## config.mk

```make
export PLATFORM = sky130hd
export DESIGN_NAME = spi_sig_reader
export DESIGN_NICKNAME = d
export VERILOG_FILES = /design/src/rtl/spi_sig_pkg.sv /design/src/rtl/spi_sck_tick.sv /design/src/rtl/spi_byte_engine.sv /design/src/rtl/spi_sig_seq.sv /design/src/rtl/spi_sig_reader.sv
export SDC_FILE = /design/constraint.sdc
export NUM_CORES = 1
export LEC_CHECK = 0
export BUFFER_PORTS_ARGS = -buffer_cell sky130_fd_sc_hd__buf_4
export CORE_MARGIN = 2
export CORE_UTILIZATION = 50
export DETAILED_ROUTE_END_ITERATION = 10
export PLACE_DENSITY = 0.8
export SLEW_MARGIN = 5
export SYNTH_ARGS = -nofsm -noshare
export SYNTH_HDL_FRONTEND = slang
export SYNTH_SLANG_ARGS = --single-unit
```

## constraint.sdc

```tcl
create_clock -name clk -period 3.6 [get_ports clk]
set_clock_uncertainty 0.2 [all_clocks]
set_input_delay 0.36 -clock clk [delete_from_list [all_inputs] [get_ports clk]]
set_output_delay 0.36 -clock clk [all_outputs]
set_load 0.02 [all_outputs]
```

## src/rtl/spi_sig_pkg.sv

```systemverilog
package spi_sig_pkg;

  typedef enum logic [1:0] {
    ST_IDLE,
    ST_RUN,
    ST_HOLD,
    ST_GAP
  } seq_st_t;

  // Byte sent at position idx of an identification frame
  function automatic logic [7:0] id_tx_byte(input logic [2:0] idx, input logic [7:0] op);
    return (idx == 3'd0) ? op : 8'hFF;
  endfunction

  function automatic logic mfr_matches(input logic [7:0] got, input logic [7:0] want);
    return got == want;
  endfunction

endpackage

```

## src/rtl/spi_sck_tick.sv

```systemverilog
module spi_sck_tick #(
  parameter int DIV_W = 8
) (
  input  logic             clk,
  input  logic             rst_n,
  input  logic             en,
  input  logic [DIV_W-1:0] div,
  output logic             tick
);

  logic [DIV_W-1:0] cnt;

  // tick marks the end of one sck half period
  assign tick = en && (cnt == div);

  always_ff @(posedge clk or negedge rst_n) begin
    if (!rst_n) begin
      cnt <= '0;
    end else if (!en || tick) begin
      cnt <= '0;
    end else begin
      cnt <= cnt + 1'b1;
    end
  end

endmodule

```

## src/rtl/spi_byte_engine.sv

```systemverilog
module spi_byte_engine (
  input  logic       clk,
  input  logic       rst_n,
  input  logic       load,
  input  logic [7:0] tx,
  input  logic       tick,
  input  logic       miso,
  output logic       active,
  output logic       sck,
  output logic       mosi,
  output logic       byte_done,
  output logic [7:0] rx
);

  logic [7:0] txr;
  logic [7:0] rxr;
  logic [2:0] bitc;
  logic       last_fall;

  assign last_fall = active && tick && sck && (bitc == 3'd7);
  assign mosi      = active ? txr[7] : 1'b1;
  assign rx        = rxr;

  always_ff @(posedge clk or negedge rst_n) begin
    if (!rst_n) begin
      active    <= 1'b0;
      sck       <= 1'b0;
      txr       <= 8'hFF;
      rxr       <= 8'h00;
      bitc      <= 3'd0;
      byte_done <= 1'b0;
    end else begin
      byte_done <= last_fall;
      if (load) begin
        active <= 1'b1;
        sck    <= 1'b0;
        txr    <= tx;
        bitc   <= 3'd0;
      end else if (active && tick) begin
        if (!sck) begin
          sck <= 1'b1;
          rxr <= {rxr[6:0], miso};
        end else begin
          sck <= 1'b0;
          if (bitc == 3'd7) begin
            active <= 1'b0;
          end else begin
            bitc <= bitc + 3'd1;
            txr  <= {txr[6:0], 1'b1};
          end
        end
      end
    end
  end

  p_mosi_stable_r3: assert property (@(posedge clk) disable iff (!rst_n)
    $rose(sck) |-> $stable(mosi));

  p_sck_rests_r3: assert property (@(posedge clk) disable iff (!rst_n)
    !active |=> !sck);

endmodule

```

## src/rtl/spi_sig_seq.sv

```systemverilog
module spi_sig_seq
  import spi_sig_pkg::*;
#(
  parameter logic [7:0] OPCODE  = 8'h9F,
  parameter logic [7:0] EXP_MFR = 8'h1F,
  parameter int         GAP_CYC = 200
) (
  input  logic       clk,
  input  logic       rst_n,
  input  logic       start,
  input  logic       xchg_start,
  input  logic [7:0] xchg_tx,
  input  logic       xchg_keep,
  input  logic       byte_done,
  input  logic [7:0] rx_byte,
  output logic       load,
  output logic [7:0] tx_byte,
  output logic       cs_n,
  output logic       busy,
  output logic       done,
  output logic       xchg_done,
  output logic [7:0] xchg_rx,
  output logic [7:0] mfr_id,
  output logic [7:0] dev_id1,
  output logic [7:0] dev_id2,
  output logic [7:0] ext_id,
  output logic       id_match
);

  localparam int GW = $clog2(GAP_CYC + 1);
  localparam logic [GW-1:0] GAP_LAST = GW'(GAP_CYC - 1);
  localparam logic [GW-1:0] GAP_FULL = GW'(GAP_CYC);

  seq_st_t    st;
  logic       is_id;
  logic       keep_q;
  logic [2:0] idx;
  logic [2:0] idx_nxt;
  logic [GW-1:0] gcnt;
  logic       id_last;

  assign idx_nxt = idx + 3'd1;
  assign id_last = (idx == 3'd4);
  assign busy    = (st != ST_IDLE);

  always_comb begin
    load    = 1'b0;
    tx_byte = xchg_tx;
    unique case (st)
      ST_IDLE: begin
        load    = start || xchg_start;
        tx_byte = start ? id_tx_byte(3'd0, OPCODE) : xchg_tx;
      end
      ST_RUN: begin
        load    = byte_done && is_id && !id_last;
        tx_byte = id_tx_byte(idx_nxt, OPCODE);
      end
      ST_HOLD: begin
        load    = xchg_start;
        tx_byte = xchg_tx;
      end
      default: begin
        load    = 1'b0;
        tx_byte = xchg_tx;
      end
    endcase
  end

  always_ff @(posedge clk or negedge rst_n) begin
    if (!rst_n) begin
      st        <= ST_IDLE;
      is_id     <= 1'b0;
      keep_q    <= 1'b0;
      idx       <= 3'd0;
      gcnt      <= '0;
      cs_n      <= 1'b1;
      done      <= 1'b0;
      xchg_done <= 1'b0;
      xchg_rx   <= 8'h00;
      mfr_id    <= 8'h00;
      dev_id1   <= 8'h00;
      dev_id2   <= 8'h00;
      ext_id    <= 8'h00;
      id_match  <= 1'b0;
    end else begin
      done      <= 1'b0;
      xchg_done <= 1'b0;
      unique case (st)
        ST_IDLE: begin
          if (start) begin
            st    <= ST_RUN;
            is_id <= 1'b1;
            idx   <= 3'd0;
            cs_n  <= 1'b0;
          end else if (xchg_start) begin
            st     <= ST_RUN;
            is_id  <= 1'b0;
            keep_q <= xchg_keep;
            cs_n   <= 1'b0;
          end
        end
        ST_RUN: begin
          if (byte_done) begin
            if (is_id) begin
              unique case (idx)
                3'd1:    mfr_id  <= rx_byte;
                3'd2:    dev_id1 <= rx_byte;
                3'd3:    dev_id2 <= rx_byte;
                3'd4:    ext_id  <= rx_byte;
                default: ;
              endcase
              if (id_last) begin
                st       <= ST_GAP;
                cs_n     <= 1'b1;
                done     <= 1'b1;
                gcnt     <= '0;
                id_match <= mfr_matches(mfr_id, EXP_MFR);
              end else begin
                idx <= idx_nxt;
              end
            end else begin
              xchg_rx   <= rx_byte;
              xchg_done <= 1'b1;
              if (keep_q) begin
                st <= ST_HOLD;
              end else begin
                st   <= ST_GAP;
                cs_n <= 1'b1;
                gcnt <= '0;
              end
            end
          end
        end
        ST_HOLD: begin
          if (xchg_start) begin
            st     <= ST_RUN;
            keep_q <= xchg_keep;
          end
        end
        default: begin
          if (gcnt == GAP_LAST) st <= ST_IDLE;
          else                  gcnt <= gcnt + 1'b1;
        end
      endcase
    end
  end

  // Cycles cs_n has been high, saturating; starts full after reset
  logic [GW-1:0] hi_cnt;
  always_ff @(posedge clk or negedge rst_n) begin
    if (!rst_n)                 hi_cnt <= GAP_FULL;
    else if (!cs_n)             hi_cnt <= '0;
    else if (hi_cnt < GAP_FULL) hi_cnt <= hi_cnt + 1'b1;
  end

  p_gap_kept_r8: assert property (@(posedge clk) disable iff (!rst_n)
    $fell(cs_n) |-> ($past(hi_cnt) >= GAP_FULL));

  p_done_on_release_r6: assert property (@(posedge clk) disable iff (!rst_n)
    done |-> $rose(cs_n));

  p_done_single_r6: assert property (@(posedge clk) disable iff (!rst_n)
    done |=> !done);

  p_cs_within_busy_r2: assert property (@(posedge clk) disable iff (!rst_n)
    !cs_n |-> busy);

  p_gap_start_ignored_r9: assert property (@(posedge clk) disable iff (!rst_n)
    (st == ST_GAP && start) |=> cs_n);

endmodule

```

## src/rtl/spi_sig_reader.sv

```systemverilog
module spi_sig_reader #(
  parameter int         DIV_W   = 8,
  parameter logic [7:0] OPCODE  = 8'h9F,
  parameter logic [7:0] EXP_MFR = 8'h1F,
  parameter int         GAP_CYC = 200
) (
  input  logic             clk,
  input  logic             rst_n,
  input  logic             start,
  input  logic [DIV_W-1:0] clk_div,
  input  logic             xchg_start,
  input  logic [7:0]       xchg_tx,
  input  logic             xchg_keep,
  input  logic             miso,
  output logic             busy,
  output logic             done,
  output logic             sck,
  output logic             mosi,
  output logic             cs_n,
  output logic [7:0]       mfr_id,
  output logic [7:0]       dev_id1,
  output logic [7:0]       dev_id2,
  output logic [7:0]       ext_id,
  output logic             id_match,
  output logic             xchg_done,
  output logic [7:0]       xchg_rx
);

  // Named internal events shared between the pieces
  logic       eng_load;
  logic [7:0] eng_tx;
  logic       eng_active;
  logic       eng_tick;
  logic       eng_byte_done;
  logic [7:0] eng_rx;

  spi_sck_tick #(.DIV_W(DIV_W)) u_tick (
    .clk  (clk),
    .rst_n(rst_n),
    .en   (eng_active),
    .div  (clk_div),
    .tick (eng_tick)
  );

  spi_byte_engine u_eng (
    .clk      (clk),
    .rst_n    (rst_n),
    .load     (eng_load),
    .tx       (eng_tx),
    .tick     (eng_tick),
    .miso     (miso),
    .active   (eng_active),
    .sck      (sck),
    .mosi     (mosi),
    .byte_done(eng_byte_done),
    .rx       (eng_rx)
  );

  spi_sig_seq #(
    .OPCODE (OPCODE),
    .EXP_MFR(EXP_MFR),
    .GAP_CYC(GAP_CYC)
  ) u_seq (
    .clk       (clk),
    .rst_n     (rst_n),
    .start     (start),
    .xchg_start(xchg_start),
    .xchg_tx   (xchg_tx),
    .xchg_keep (xchg_keep),
    .byte_done (eng_byte_done),
    .rx_byte   (eng_rx),
    .load      (eng_load),
    .tx_byte   (eng_tx),
    .cs_n      (cs_n),
    .busy      (busy),
    .done      (done),
    .xchg_done (xchg_done),
    .xchg_rx   (xchg_rx),
    .mfr_id    (mfr_id),
    .dev_id1   (dev_id1),
    .dev_id2   (dev_id2),
    .ext_id    (ext_id),
    .id_match  (id_match)
  );

  p_sck_low_deselected_r3: assert property (@(posedge clk) disable iff (!rst_n)
    cs_n |-> !sck);

  p_shift_framed_r2: assert property (@(posedge clk) disable iff (!rst_n)
    eng_active |-> !cs_n);

endmodule

```

## Word-level counts from Yosys, hierarchy flattened

Index checks and enable logic that the tools add are counted.

| cells by class | value |
|---|---|
| bitwise operators | 4 |
| eq/ne operators | 20 |
| add/sub/neg operators | 4 |
| reduce and logical (&&, ||, !) cells | 35 |
| muxes and demuxes | 58 |

Operator list:

| kind | number |
|---|---|
| $mux W8 | 11 |
| $pmux W8 S2 | 2 |
| $mux W1 | 25 |
| $mux W3 | 8 |
| $add A8 B1 Y8 const B | 2 |
| $reduce_and A4 Y1 | 4 |
| $reduce_and A3 Y1 | 5 |
| $reduce_and A5 Y1 | 3 |
| $reduce_bool A2 Y1 | 7 |
| $mux W2 | 6 |
| $ne A2 B2 Y1 const B | 6 |
| $eq A8 B5 Y1 const B | 1 |
| $eq A8 B8 Y1 | 1 |
| $eq A8 B8 Y1 const B | 1 |
| $mux W7 | 1 |
| $add A3 B1 Y3 const B | 2 |
| $eq A3 B2 Y1 const B | 2 |
| $eq A3 B3 Y1 const B | 2 |
| $logic_and A1 B1 Y1 | 6 |
| $ne A3 B3 Y1 const B | 2 |
| $pmux W2 S3 | 1 |
| $pmux W3 S2 | 1 |
| $not A1 Y1 | 4 |
| $pmux W1 S2 | 2 |
| other kinds (13) | 16 |

| storage, ports and cells | value |
|---|---|
| bits in registers | 89 |
| output and inout bits | 47 |
| input bits | 22 |
| logic and storage cells | 142 |

## Logic depth before layout (Yosys ltp)

| logic depth | value |
|---|---|
| depth in word-level cells | 6 |
| gate-level depth with buffers | 8 |
| depth with buffers taken out | 7 |

## Hierarchy

From an unflattened synthesis, not the netlist that was laid out.

| unflattened totals | value |
|---|---|
| cell total of the unflattened synthesis | 331 |
| area total of the unflattened synthesis | 4126.5 µm² |

By module, submodules not included:

| module | area each (µm²) | cells each | sequential area each (µm²) | times used |
|---|---|---|---|---|
| spi_sig_seq | 2681.3 | 210 | 1477.7 | 1 |
| spi_byte_engine | 944.7 | 75 | 560.5 | 1 |
| spi_sck_tick | 500.5 | 46 | 200.2 | 1 |

## Worst setup path after synthesis

OpenSTA, ideal clock, no wires.

| timing path | value |
|---|---|
| kind | register -> register |
| start | register u_tick.cnt[5] |
| end | register u_eng.rxr[0], in the netlist u_eng.rx[0] |
| stages on the path, launching flop included | 7 |
| arrival | 1841 ps |
| buffers on the path | 1 |
| data required time | 3275 ps |
| setup slack | 1434 ps |
| clock period less this slack | 2166 ps |
| library setup time | 125 ps |
| cell sequence | dfrtp_1 -> xor2_1 -> nor4_4 -> nand3_2 -> or3_1 -> buf_6 -> mux2_4 |

| on the way | value |
|---|---|
| word-level cells in the longest chain between the ends | 4 |

RTL lines:

| what | line | text |
|---|---|---|
| start, declared | spi_sck_tick.sv:11 | `logic [DIV_W-1:0] cnt;` |
| start signal, assigned | spi_sck_tick.sv:22 | `cnt <= cnt + 1'b1;` |
| $eq A8 B8 Y1 | spi_sck_tick.sv:14 | `assign tick = en && (cnt == div);` |
| $logic_and A1 B1 Y1 | spi_sck_tick.sv:14 |  |
| $logic_and A1 B1 Y1 | spi_byte_engine.sv:39 | `end else if (active && tick) begin` |
| $reduce_and A3 Y1 (no source line) | -- |  |
| end signal, assigned | spi_byte_engine.sv:42 | `rxr <= {rxr[6:0], miso};` |
| end, declared | spi_byte_engine.sv:16 | `logic [7:0] rxr;` |

Every way passes these cells.
A chain may end at the register's enable or synchronous reset.

## Final worst setup path

| timing path | value |
|---|---|
| start | register u_seq.st[0] |
| end | register u_eng.rxr[1], in the netlist u_eng.rx[1] |

| on the way | value |
|---|---|
| word-level cells in the longest chain between the ends | 4 |
| elaborated cells on any way between the ends | 6 |
| classes of those cells | 2 x eq/ne; 1 x mux; 1 x bitwise; 2 x reduce/logical |

RTL lines:

| what | line | text |
|---|---|---|
| start, declared | spi_sig_seq.sv:34 | `seq_st_t st;` |
| start signal, assigned | spi_sig_seq.sv:71 | `st <= ST_IDLE;` |
| start signal, assigned | spi_sig_seq.sv:91 | `st <= ST_RUN;` |
| start signal, assigned | spi_sig_seq.sv:96 | `st <= ST_RUN;` |
| $eq A2 B2 Y1, or another cell as far along | spi_sig_seq.sv:49 | `unique case (st)` |
| $pmux W1 S3 * | spi_sig_seq.sv:49 |  |
| $not A1 Y1 (no source line) * | -- |  |
| $reduce_and A3 Y1 (no source line) * | -- |  |

Every way passes the cells marked *; elsewhere a longest branch is shown, timed or not.

==> flow_summary.yaml <==
logic_synthesis:
  synth_edf_count: 0
  async_flop_share: 1.00
  synth_top_area_share: 0.500
  synth_area_um2: 4000
  synth.avg_cell_area_um2: 12.5
  ys_seq_area_frac: 0.559
  postSynthCellCount: 320
  ys.flop_type: "dfrtp_1"
  synth-seq-cells: 89
  yosys_warnings: 0
  synth_largest_area_cell: "dfrtp_1"
  synth_nets: 352
  synth_area_leaders: "dfrtp_1 (50%), mux2_2 (11%), dfstp_2 (5.9%), ha_1 (3.1%), mux2_4 (3.0%)"
  yosysUniqueCellTypes: 46
floorplanning:
  dieArea_um2: 8730
  initial_core_util: 0.518
  die_width_um: 93.5
  core.rowCount: 32
  dieHeight_um: 93.5
  core-area_um2: 7730
  pin_count: 69
pwr:
  p_per_area_nw_per_um2: 439
  ir_drop_mv: 0.238
  p_leak_uw: 0.00238
  p_clk_frac: 0.318
  finalPower_uw: 2110
  p_sw_frac: 0.299
  internal_power_uw: 1480
  power.switching_uw: 630
  power_frac_comb: 0.132
  seqPwrFrac: 0.549
cts:
  root_buffer: "clkbuf_8"
  numClockSinks: 89
  clk_latency_ns: 0.37
  cts_tree: "done"
  numCtsBuffers: 9
  cts_resized: 0
  htree_levels: 3
  postCtsSetupBuffers: 0
  clockBufferDepth: 2
  clk_pin_slew_ns: 0.11
  hold_buffers: 1
worst_setup_path:
  max_stage_delay_ns: 0.68
  cp_slowest_cell: "dfrtp_1"
  critical_path.cell_chain: "and4b_1 -> nand2_1 -> o21ai_0 -> buf_4 -> or3_1 -> mux2_4"
  cp-end-kind: "flip-flop"
  critPathLaunchType: "flip-flop"
  worstPathMaxFanout: 18
  setup.worst_path.class: "reg -> reg"
  cp.arrival_ns: 2.62
  crit_required_ns: 3.65
finish:
  drive_gt1_frac: 0.379
  antenna_cells: 0
  multi_input_area_um2: 1670
  syn_to_final_growth_pct: 20.1
  regArea_um2: 2240
  layout.cells.non_filler: 500
  n_fill_cell: 603
  utilization: 0.622
  nets: 425
global_route:
  overflow: 0
  grt_pass1_vias: 2752
  antenna_found_initial: 0
  grt_max_degree: 90
  grt_pass1_wl_mm: 13.3
  grt_use_total: 0.198
sta:
  period_share: 0.712
  rsz0062_at_grt: "false"
  fin_crit_ns: 2.56
  hold_violations: 0
  fin_setup_tns_ns: 0
  finalMaxSlewViolations: 0
  tightest_slew_ns: 1.10
  setup_viol: 0
  max_freq_mhz: 390
  relSlewSlack: 0.268
placed_design:
  routabilityCongestion: 0.883
  numPortBuffers: 68
  hpwl_mm: 5.57
  placed_cells: 483
hold_path:
  hp-class: "in -> async"
routing:
  first_pass_iters: 4
  routedWlPerCell_um: 16.0
  dr_total_vias: 2650
  drt_iter0_markers: 104
  finalWirelength_mm: 7.99
  drcViolationCount: 0
  ant_nets: 0
  vias_per_cell: 5.30
flow_run:
  cap_viol_max_count: 0
run_status:
  outcome: "complete, no violations"
-- critical path, delay by kind of cell (launching register included) --
family / cells / cell delay, ns
AO/OA/AOI/OAI: 1 / 0.09
flip-flops: 1 / 0.68
AND/OR/NAND/NOR: 3 / 0.94
multiplexers: 1 / 0.34
buffers and inverters: 1 / 0.20
-- final cells by class --
class,count,area share
Tap cell,102,0.0266
Clock inverter,7,0.0148
Sequential cell,89,0.466
Clock buffer,9,0.0258
Multi-Input combinational cell,213,0.348
Timing Repair Buffer,71,0.111
Inverter,9,0.00703
-- power groups by stage --
| stage | registers [uW] | clock network [uW] | logic [uW] |
|---|---|---|---|
| floorplan | 1160 | 0 | 200 |
| global placement | 1180 | 0 | 272 |
| detailed placement | 1180 | 0 | 282 |
| CTS | 1160 | 685 | 286 |
| global route | 1170 | 733 | 311 |
| finish | 1160 | 671 | 279 |
-- layer usage --
layer | vias to the layer above | track usage | part of all wire
li1 | 1278 | - | -
met1 | 1314 | 0.260 | 0.45
met2 | 47 | 0.325 | 0.49
met3 | 11 | 0.0467 | 0.038
met4 | 0 | 0.0686 | 0.014
met5 | - | 0 | 0
-- registers in the layout (all words and copies together) (netlist names) --
signal	cells
u_seq.xchg_rx	8
u_tick.cnt	8
u_seq.is_id	1
u_eng.sck	1
u_seq.dev_id1	8
u_eng.byte_done	1
u_seq.idx	3
u_eng.rx	8
u_seq.cs_n	1
u_seq.ext_id	8
u_seq.id_match	1
u_seq.xchg_done	1
u_seq.gcnt	8
u_seq.done	1
u_eng.txr	8
u_eng.bitc	3
u_eng.active	1
u_seq.dev_id2	8
u_seq.keep_q	1
u_seq.st	2
u_seq.mfr_id	8
-- worst paths after layout --
check / startpoint / to / slack, ns / cells past startpoint
setup reg to reg: u_seq.st[0] / u_eng.rx[1] / 1.04 / 6
min in group clk: xchg_tx[0] / u_eng.txr[0] / 0.01 / 2
hold reg to reg: u_eng.txr[7] / u_eng.txr[7] / 0.29 / 2
hold / removal: rst_n / u_seq.dev_id1[2] / 0.001 / 1
setup / recovery: u_seq.st[0] / u_eng.rx[1] / 1.04 / 6
max in group asynchronous: rst_n / u_seq.is_id / 2.51 / 1
-- synth_stat cells (2+ instances only) --
cell type	instances
a22o_1	2
clkbuf_1	4
dfstp_2	9
a211oi_1	3
nor2b_1	4
ha_1	10
inv_1	9
a21oi_1	11
nor4_4	2
buf_2	3
o2bb2ai_1	5
mux2i_1	4
xnor2_1	7
mux2_4	8
o21ai_0	11
nor3_1	2
nor2_1	29
xor2_1	13
nand2_1	22
nand4_1	5
nand3_1	8
dfrtp_1	80
mux2_2	40
or3_1	3
and3_1	5
-- kinds of logic after synthesis --
logic type	count (synthesis)	share of synthesized area
xor gates and xnor gates	21	0.0478
adders and majority gates	10	0.0313
AOI/OAI and AO/OA	42	0.0694
muxes	52	0.153
and+or+nand+nor	88	0.117
DFF	89	0.559
buffers and inverters	18	0.0222
-- cells in the final DEF, fill, tap and decap left out, drive strengths merged, types with 4 or more instances in the layout --
master	netlist	layout
a21oi	11	11
and3	5	5
buf	4	70
clkbuf	5	9
dfrtp	80	80
dfstp	9	9
ha	10	10
inv	9	12
mux2	48	48
mux2i	4	4
nand2	22	22
nand3	9	9
nand4	5	5
nor2	29	29
nor2b	4	4
o21ai	11	11
o2bb2ai	5	5
xnor2	7	7
xor2	14	14
-- metrics by stage --
stage	worst slack [ns]	hold slack (ns)	area, um^2
after floorplan	1.43	-0.136	4000
after global placement	1.15	0.264	4600
after detailed placement	1.06	0.273	4600
after CTS	1.04	0.00614	4800
after global routing	0.868	0.00120	4800
final	1.04	0.00143	4800
Power figures use the tool's default switching activity.
